File: config.mk
export PLATFORM = sky130hd
export DESIGN_NAME = xbus_sequencer
export DESIGN_NICKNAME = d
export VERILOG_FILES = /design/src/rtl/xbs_pkg.sv /design/src/rtl/xbs_cycle_ctr.sv /design/src/rtl/xbs_req_hold.sv /design/src/rtl/xbs_strobes.sv /design/src/rtl/xbs_port.sv /design/src/rtl/xbus_sequencer.sv
export SDC_FILE = /design/constraint.sdc
export NUM_CORES = 1
export LEC_CHECK = 0
export BUFFER_PORTS_ARGS = -buffer_cell sky130_fd_sc_hd__buf_2
export CAP_MARGIN = 20
export CORE_AREA = 5 5 69 96
export CTS_CLUSTER_SIZE = 10
export DETAILED_ROUTE_END_ITERATION = 8
export DIE_AREA = 0 0 74 101
export HOLD_SLACK_MARGIN = 0.02
export MAX_ROUTING_LAYER = met4
export PLACE_DENSITY_LB_ADDON = 0.12
export SLEW_MARGIN = 10
export SYNTH_ARGS = -nofsm -noshare
export SYNTH_HDL_FRONTEND = slang
export SYNTH_SLANG_ARGS = --single-unit
File: constraint.sdc
create_clock -name clk -period 3 [get_ports clk]
set_clock_uncertainty 0.2 [all_clocks]
set_input_delay 0.3 -clock clk [delete_from_list [all_inputs] [get_ports clk]]
set_output_delay 0.3 -clock clk [all_outputs]
set_load 0.005 [all_outputs]
File: src/rtl/xbs_pkg.sv
// Package: shared cycle-kind encoding for the external bus sequencer.
// Assumes the request encoding 00 fetch, 01 read, 10 write; 11 folds to fetch.
package xbs_pkg;

    typedef enum logic [1:0] {
        XK_FETCH = 2'b00,
        XK_READ  = 2'b01,
        XK_WRITE = 2'b10,
        XK_RSVD  = 2'b11
    } xbus_kind_e;

endpackage

File: src/rtl/xbs_cycle_ctr.sv
// Module: xbs_cycle_ctr
// Counts oscillator clocks within one machine cycle and decides when a new
// request is taken. Assumes a request is only accepted when idle or in the
// last phase; the counter restarts at phase 0 on acceptance.
module xbs_cycle_ctr #(
    parameter int CYC_LEN = 12,
    localparam int PH_W = $clog2(CYC_LEN)
) (
    input  logic            clk,
    input  logic            rst_n,
    input  logic            req_valid,
    output logic            accept,
    output logic            active,
    output logic            last,
    output logic [PH_W-1:0] phase
);

    localparam logic [PH_W-1:0] PH_END = PH_W'(CYC_LEN - 1);

    // Last phase of a running machine cycle.
    assign last   = active && (phase == PH_END);
    // Take a request when the bus is free or the current cycle ends now.
    assign accept = req_valid && (!active || last);

    // Advance the phase counter and track whether a cycle is running.
    always_ff @(posedge clk) begin
        if (!rst_n) begin
            active <= 1'b0;
            phase  <= '0;
        end else if (accept) begin
            active <= 1'b1;
            phase  <= '0;
        end else if (last) begin
            active <= 1'b0;
            phase  <= '0;
        end else if (active) begin
            phase  <= phase + 1'b1;
        end
    end

endmodule

File: src/rtl/xbs_req_hold.sv
// Module: xbs_req_hold
// Holds the accepted request for the whole machine cycle and decides whether
// the cycle uses the external bus. Assumes code_lock overrides ext_access_n.
module xbs_req_hold #(
    parameter int ADDR_W = 16,
    parameter int DATA_W = 8
) (
    input  logic               clk,
    input  logic               rst_n,
    input  logic               accept,
    input  logic [1:0]         req_kind,
    input  logic [ADDR_W-1:0]  req_addr,
    input  logic [DATA_W-1:0]  req_wdata,
    input  logic               req_short,
    input  logic               ext_access_n,
    input  logic               code_lock,
    output xbs_pkg::xbus_kind_e kind_q,
    output logic [ADDR_W-1:0]  addr_q,
    output logic [DATA_W-1:0]  wdata_q,
    output logic               short_q,
    output logic               ext_q
);
    import xbs_pkg::*;

    xbus_kind_e kind_n;
    logic       ext_n;

    // Fold the reserved code onto fetch.
    always_comb begin
        case (req_kind)
            2'b01:   kind_n = XK_READ;
            2'b10:   kind_n = XK_WRITE;
            default: kind_n = XK_FETCH;
        endcase
    end

    // Data cycles are always external; fetches only when allowed and unlocked.
    assign ext_n = (kind_n != XK_FETCH) || (!ext_access_n && !code_lock);

    // Capture the request fields at acceptance.
    always_ff @(posedge clk) begin
        if (!rst_n) begin
            kind_q  <= XK_FETCH;
            addr_q  <= '0;
            wdata_q <= '0;
            short_q <= 1'b0;
            ext_q   <= 1'b0;
        end else if (accept) begin
            kind_q  <= kind_n;
            addr_q  <= req_addr;
            wdata_q <= req_wdata;
            short_q <= req_short;
            ext_q   <= ext_n;
        end
    end

endmodule

File: src/rtl/xbs_strobes.sv
// Module: xbs_strobes
// Decodes the phase counter into the latch pulse, the three active-low
// strobes and the shared-port drive windows. Assumes phase positions given as
// absolute phase numbers within the machine cycle, all below CYC_LEN.
module xbs_strobes #(
    parameter int CYC_LEN   = 12,
    parameter int ALE_LAST  = 1,
    parameter int ADR_LAST  = 2,
    parameter int PSN_FIRST = 3,
    parameter int PSN_LAST  = 5,
    parameter int STB_FIRST = 5,
    parameter int STB_LAST  = 10,
    parameter int WD_FIRST  = 4,
    parameter int WD_LAST   = 11,
    localparam int PH_W = $clog2(CYC_LEN)
) (
    input  logic                active,
    input  logic [PH_W-1:0]     phase,
    input  xbs_pkg::xbus_kind_e kind,
    input  logic                ext,
    output logic                ale,
    output logic                psen_n,
    output logic                rd_n,
    output logic                wr_n,
    output logic                ad_oe,
    output logic                drive_wdata
);
    import xbs_pkg::*;

    localparam logic [PH_W-1:0] L_ALE  = PH_W'(ALE_LAST);
    localparam logic [PH_W-1:0] L_ADR  = PH_W'(ADR_LAST);
    localparam logic [PH_W-1:0] L_PS0  = PH_W'(PSN_FIRST);
    localparam logic [PH_W-1:0] L_PS1  = PH_W'(PSN_LAST);
    localparam logic [PH_W-1:0] L_ST0  = PH_W'(STB_FIRST);
    localparam logic [PH_W-1:0] L_ST1  = PH_W'(STB_LAST);
    localparam logic [PH_W-1:0] L_WD0  = PH_W'(WD_FIRST);
    localparam logic [PH_W-1:0] L_WD1  = PH_W'(WD_LAST);

    logic bus, in_adr, in_psn, in_stb, in_wd;

    // Phase windows, inclusive at both ends.
    assign bus    = active && ext;
    assign in_adr = (phase <= L_ADR);
    assign in_psn = (phase >= L_PS0) && (phase <= L_PS1);
    assign in_stb = (phase >= L_ST0) && (phase <= L_ST1);
    assign in_wd  = (phase >= L_WD0) && (phase <= L_WD1);

    // Pin-side strobes for the running cycle kind.
    always_comb begin
        ale         = bus && (phase <= L_ALE);
        psen_n      = !(bus && (kind == XK_FETCH) && in_psn);
        rd_n        = !(bus && (kind == XK_READ)  && in_stb);
        wr_n        = !(bus && (kind == XK_WRITE) && in_stb);
        drive_wdata = bus && (kind == XK_WRITE) && in_wd && !in_adr;
        ad_oe       = (bus && in_adr) || drive_wdata;
    end

endmodule

File: src/rtl/xbs_port.sv
// Module: xbs_port
// Drives the high-address port and the shared low-address/data port, and
// captures the incoming byte at the fixed sample phase of each read kind.
// Assumes the shared port's output enable is produced by xbs_strobes.
module xbs_port #(
    parameter int ADDR_W    = 16,
    parameter int DATA_W    = 8,
    parameter int CYC_LEN   = 12,
    parameter int FETCH_SMP = 5,
    parameter int READ_SMP  = 10,
    localparam int PH_W = $clog2(CYC_LEN),
    localparam int HI_W = ADDR_W - DATA_W
) (
    input  logic                clk,
    input  logic                rst_n,
    input  logic                active,
    input  logic [PH_W-1:0]     phase,
    input  xbs_pkg::xbus_kind_e kind,
    input  logic                ext,
    input  logic                short_ptr,
    input  logic                drive_wdata,
    input  logic [ADDR_W-1:0]   addr,
    input  logic [DATA_W-1:0]   wdata,
    input  logic [HI_W-1:0]     p2_latch,
    input  logic [DATA_W-1:0]   ad_in,
    output logic [HI_W-1:0]     addr_hi,
    output logic [DATA_W-1:0]   ad_out,
    output logic [DATA_W-1:0]   rsp_data
);
    import xbs_pkg::*;

    localparam logic [PH_W-1:0] L_FS = PH_W'(FETCH_SMP);
    localparam logic [PH_W-1:0] L_RS = PH_W'(READ_SMP);

    logic bus, use_latch, sample;

    assign bus       = active && ext;
    // Short data pointers keep the high port's own latch.
    assign use_latch = !bus || (short_ptr && (kind != XK_FETCH));
    assign addr_hi   = use_latch ? p2_latch : addr[ADDR_W-1:DATA_W];
    // Shared port: address first, write byte later.
    assign ad_out    = drive_wdata ? wdata : addr[DATA_W-1:0];
    // Sample point is the last clock of the relevant strobe.
    assign sample    = bus && (((kind == XK_FETCH) && (phase == L_FS)) ||
                               ((kind == XK_READ)  && (phase == L_RS)));

    // Capture the incoming byte at its sample phase.
    always_ff @(posedge clk) begin
        if (!rst_n) begin
            rsp_data <= '0;
        end else if (sample) begin
            rsp_data <= ad_in;
        end
    end

endmodule

File: src/rtl/xbus_sequencer.sv
// Module: xbus_sequencer
// Top of the multiplexed external bus sequencer. One request runs one machine
// cycle of CYC_LEN oscillator clocks; all strobe edges sit at phases derived
// from the timing parameters below. Assumes the core presents a request only
// when idle or while rsp_done is high.
module xbus_sequencer #(
    parameter int ADDR_W    = 16,
    parameter int DATA_W    = 8,
    parameter int CYC_LEN   = 12,
    parameter int ALE_W     = 2,
    parameter int ADDR_HOLD = 1,
    parameter int PSEN_GAP  = 1,
    parameter int PSEN_W    = 3,
    parameter int STB_GAP   = 3,
    parameter int STB_W     = 6,
    parameter int WD_LEAD   = 1,
    parameter int WD_TAIL   = 1
) (
    input  logic                     clk,
    input  logic                     rst_n,
    input  logic                     req_valid,
    input  logic [1:0]               req_kind,
    input  logic [ADDR_W-1:0]        req_addr,
    input  logic [DATA_W-1:0]        req_wdata,
    input  logic                     req_short,
    input  logic [ADDR_W-DATA_W-1:0] p2_latch,
    input  logic                     ext_access_n,
    input  logic                     code_lock,
    input  logic [DATA_W-1:0]        ad_in,
    output logic                     rsp_done,
    output logic [DATA_W-1:0]        rsp_data,
    output logic                     rsp_ext,
    output logic                     ale,
    output logic                     psen_n,
    output logic                     rd_n,
    output logic                     wr_n,
    output logic [ADDR_W-DATA_W-1:0] addr_hi,
    output logic [DATA_W-1:0]        ad_out,
    output logic                     ad_oe
);

    localparam int PH_W      = $clog2(CYC_LEN);
    localparam int ALE_LAST  = ALE_W - 1;
    localparam int ADR_LAST  = ALE_W - 1 + ADDR_HOLD;
    localparam int PSN_FIRST = ALE_W + PSEN_GAP;
    localparam int PSN_LAST  = PSN_FIRST + PSEN_W - 1;
    localparam int STB_FIRST = ALE_W + STB_GAP;
    localparam int STB_LAST  = STB_FIRST + STB_W - 1;
    localparam int WD_FIRST  = STB_FIRST - WD_LEAD;
    localparam int WD_LAST   = STB_LAST + WD_TAIL;

    logic                accept, active, last;
    logic [PH_W-1:0]     phase;
    xbs_pkg::xbus_kind_e kind_q;
    logic [ADDR_W-1:0]   addr_q;
    logic [DATA_W-1:0]   wdata_q;
    logic                short_q, ext_q, drive_wdata;

    xbs_cycle_ctr #(.CYC_LEN(CYC_LEN)) u_ctr (
        .clk(clk), .rst_n(rst_n), .req_valid(req_valid),
        .accept(accept), .active(active), .last(last), .phase(phase)
    );

    xbs_req_hold #(.ADDR_W(ADDR_W), .DATA_W(DATA_W)) u_hold (
        .clk(clk), .rst_n(rst_n), .accept(accept),
        .req_kind(req_kind), .req_addr(req_addr), .req_wdata(req_wdata),
        .req_short(req_short), .ext_access_n(ext_access_n),
        .code_lock(code_lock), .kind_q(kind_q), .addr_q(addr_q),
        .wdata_q(wdata_q), .short_q(short_q), .ext_q(ext_q)
    );

    xbs_strobes #(
        .CYC_LEN(CYC_LEN), .ALE_LAST(ALE_LAST), .ADR_LAST(ADR_LAST),
        .PSN_FIRST(PSN_FIRST), .PSN_LAST(PSN_LAST),
        .STB_FIRST(STB_FIRST), .STB_LAST(STB_LAST),
        .WD_FIRST(WD_FIRST), .WD_LAST(WD_LAST)
    ) u_stb (
        .active(active), .phase(phase), .kind(kind_q), .ext(ext_q),
        .ale(ale), .psen_n(psen_n), .rd_n(rd_n), .wr_n(wr_n),
        .ad_oe(ad_oe), .drive_wdata(drive_wdata)
    );

    xbs_port #(
        .ADDR_W(ADDR_W), .DATA_W(DATA_W), .CYC_LEN(CYC_LEN),
        .FETCH_SMP(PSN_LAST), .READ_SMP(STB_LAST)
    ) u_port (
        .clk(clk), .rst_n(rst_n), .active(active), .phase(phase),
        .kind(kind_q), .ext(ext_q), .short_ptr(short_q),
        .drive_wdata(drive_wdata), .addr(addr_q), .wdata(wdata_q),
        .p2_latch(p2_latch), .ad_in(ad_in), .addr_hi(addr_hi),
        .ad_out(ad_out), .rsp_data(rsp_data)
    );

    // Response side: done in the last phase, external flag of that cycle.
    assign rsp_done = last;
    assign rsp_ext  = ext_q;

endmodule

==> flow_summary_export.csv <==
group,metric,value,unit
outcome,outcome,"finished, final reports clean",
logic_synthesis,syn_area,0.00221,mm^2
clock_tree,ctsRootBufferMaster,"clkbuf_8",
logic_synthesis,synth_edf_count,0,
timing,hold_ws,0.0425,ns
clock_tree,postCtsSetupBuffers,0,
finish,seqCellArea,821,um^2
critical_path,startpoint,"u_ctr.phase[3]",
logic_synthesis,synth_top_area_cell,"dfxtp_1",
drt,vias_per_cell,5.27,
drt,wl_per_cell,15.0,um
logic_synthesis,syn_area_per_cell,8.94,um^2
logic_synthesis,ys_seq_area_share,37.2,%
critical_path,slowest_delay,0.42,ns
global_route,grt_overflow,0,
critical_path,cp.arrival,2.04,ns
pwr,p_sw_share,23.7,%
finish,fin_area,0.00275,mm^2
logic_synthesis,synth_top_cells_by_area,"dfxtp_1, a21boi_0, mux2_2",
timing,setup_viol,0,
clock_tree,cts_tree,"done",
critical_path,r2r_slack,0.97,ns
timing,setup_ws,0.461,ns
logic_synthesis,ys_types,33,
clock_tree,cts_resized,0,
timing,fin_crit_sh,84.6,%
critical_path,crit_type,"reg -> out",
finish,fill_cells,585,
timing,rsz0062_at_grt,"false",
pwr,vdd_drop_max,0.234,mV
drt,vias,2045,
die,core,0.00574,mm^2
placement,dp_hpwl,4080,um
placement,place_ws,0.785,ns
pwr,switchingPower,0.285,mW
clock_tree,clk_latency,0.29,ns
clock_tree,htree_levels,2,
critical_path,path_depth,6,
timing,tns,0,ns
drt,drtIter0Drc,76,
global_route,grt_pass1_vias,2059,
placement,placed_area,0.00263,mm^2
critical_path,path_delay_family,"flip-flops",
pwr,seqPwrFrac,48.7,%
timing,tightest_slew,0.779,ns
finish,num_antenna_cells,0,
timing,drv_slew,0,
die,rows,33,
global_route,antenna_found_initial,0,
critical_path,r2r_start,"u_ctr.phase[1]",
logic_synthesis,syn_nets,306,
die,die_w,74,um
logic_synthesis,yosys.area.top_type_share,37.2,%
die,die_y,101,um
logic_synthesis,yosysWarnings,0,
clock_tree,hold_buffers,0,
pwr,p_int,0.915,mW
finish,layout-drive-gt1-share,35.5,%
critical_path,crit_chain,"inv_1 > ha_1 > a21bo_2 > nand4_4 > mux2_2 > buf_2",
critical_path,critPathLaunchType,"flip-flop",
critical_path,r2r_cells,4,
global_route,grt_start_max_net_pins,30,
clock_tree,clk_pin_slew,0.08,ns
finish,area_delta_synth_final,24.4,%
job,max_cap_violations,0,
drt,drtPass1Iterations,4,
pwr,p_leak,1.26,nW
die,start_util,38.5,%
finish,multi_input_area,0.00128,mm^2
finish,final_nets,376,
logic_synthesis,syn_inst,247,
global_route,grt_use_total,16.6,%
timing,timing.fmax,394,MHz
die,dieArea,0.00747,mm^2
clock_tree,clock-sinks,41,
critical_path,cp_num_buf_inv,2,
clock_tree,cts.path.max_buffers,2,
critical_path,path_max_fanout,8,
pwr,powerDensity,437,mW/mm^2
placement,numPortBuffers,78,
critical_path,critPathCaptureType,"output pin",
critical_path,reg2reg_to,"u_hold.ext_q",
pwr,power_frac_comb,13.1,%
placement,place.gp.congestion,0.869,
timing,min_period,2.54,ns
finish,layout.cells.non_filler,388,
critical_path,critPathCapture,"ad_out[6]",
pwr,pwr-share-clk,38.3,%
drt,drc,0,
timing,hold_viol,0,
clock_tree,cts_buffers,5,
timing,max-slew-margin-rel,48.0,%
logic_synthesis,synth-async-reset-ratio,0,%
critical_path,critPathRequiredTime,2.50,ns
logic_synthesis,synth_ff_type,"dfxtp_1",
die,ioPinCount,79,
global_route,grt_pass1_wl,9510,um
placement,dp.cells,380,
worst_hold_path,hold_class,"in -> reg",
drt,postRouteAntennaNets,0,
critical_path,crit_path_top_delay_cell,"dfxtp_1",
drt,wl,5820,um
logic_synthesis,synth-seq-cells,41,
[cells in the mapped netlist, drive strengths merged, types with 4 or more instances]
cell type and n:
nand3 31, nor2 5, clkbuf 13, ha 11
nand2 23, dfxtp 41, o21ai 32, buf 5
mux2i 9, a21boi 29, mux2 16, a21oi 4
inv 8
[cell families (layout without fill, tap and decap cells)]
kind of cell / after synthesis / in the layout / share of synthesized area [%]
multiplexers: 25 / 25 / 12.4
flip-flops: 41 / 41 / 37.2
XOR/XNOR: 3 / 3 / 1.19
adder cells (fa/ha/maj): 11 / 11 / 6.24
AND/OR/NAND/NOR: 71 / 71 / 17.0
buffers and inverters: 26 / 97 / 5.05
AO/OA/AOI/OAI: 70 / 70 / 21.0
[how the worst min path moves through the flow]
stage                     depth (start not counted)            endpoint  slack (ns)               start
final                                             3  u_port.rsp_data[3]        0.04            ad_in[3]
after global routing                              3  u_port.rsp_data[3]        0.04            ad_in[3]
after CTS                                         3  u_port.rsp_data[6]        0.04            ad_in[6]
after detailed placement                          2  u_port.rsp_data[5]        0.25  u_port.rsp_data[5]
after global placement                            2  u_port.rsp_data[3]        0.25  u_port.rsp_data[3]
after floorplan                                   2  u_port.rsp_data[0]        0.24            ad_in[0]
[worst reg2reg max path, cell delays in order, from the launching register on]
cell and delay, ns:
dfxtp_1 0.49, ha_1 0.34, a21bo_2 0.57, a21oi_1 0.15, nor3b_1 0.21
[placed cells by master (no fill, tap or decap), drive strengths merged, types with 2 or more instances in the layout]
master,count
dfxtp,41
mux2,16
o21ai,32
nor2,5
ha,11
mux2i,9
a21oi,4
nand3,31
inv,8
a21boi,29
and4b,2
a21bo,2
nand2,23
xnor2,3
buf,81
and4bb,2
clkbuf,7
nand4,2
[through the flow]
stage | utilization [%] | total power, mW
2_1_floorplan | - | 0.686
3_3_place_gp | 45.8 | 0.754
3_5_place_dp | 45.8 | 0.755
4_1_cts | 47.9 | 1.22
5_1_grt | 47.9 | 1.26
6_report | 47.9 | 1.20
[power by group through the flow]
stage                     logic, mW  registers (mW)  clock network [mW]
after global routing          0.176           0.588               0.496
after detailed placement      0.159           0.596                   0
after floorplan              0.0973           0.589                   0
after CTS                     0.160           0.584               0.473
final                         0.157           0.584               0.459
after global placement        0.157           0.597                   0
[flip-flops by register name, indices dropped and copies added (netlist names)]
name and cells:
u_hold.addr_q 16, u_hold.wdata_q 8, u_port.rsp_data 8, u_ctr.phase 4
u_hold.kind_q 2, u_ctr.active 1, u_hold.ext_q 1, u_hold.short_q 1
[metal layers]
layer	track usage, %	share of wire, %
met1	19.1	42
met2	28.4	53
met3	3.09	4.2
met4	5.44	0.86
met5	-	0
[cell type report]
cell class              count  share of cell area (%)
flip-flops and latches     41                    29.9
multi-input cells         180                    46.6
clock inverters             1                    1.09
well taps                  70                    3.19
inverters                   8                    1.09
repair buffers             81                    15.0
clock buffers               7                    3.14
Power figures use the tool's default switching activity.
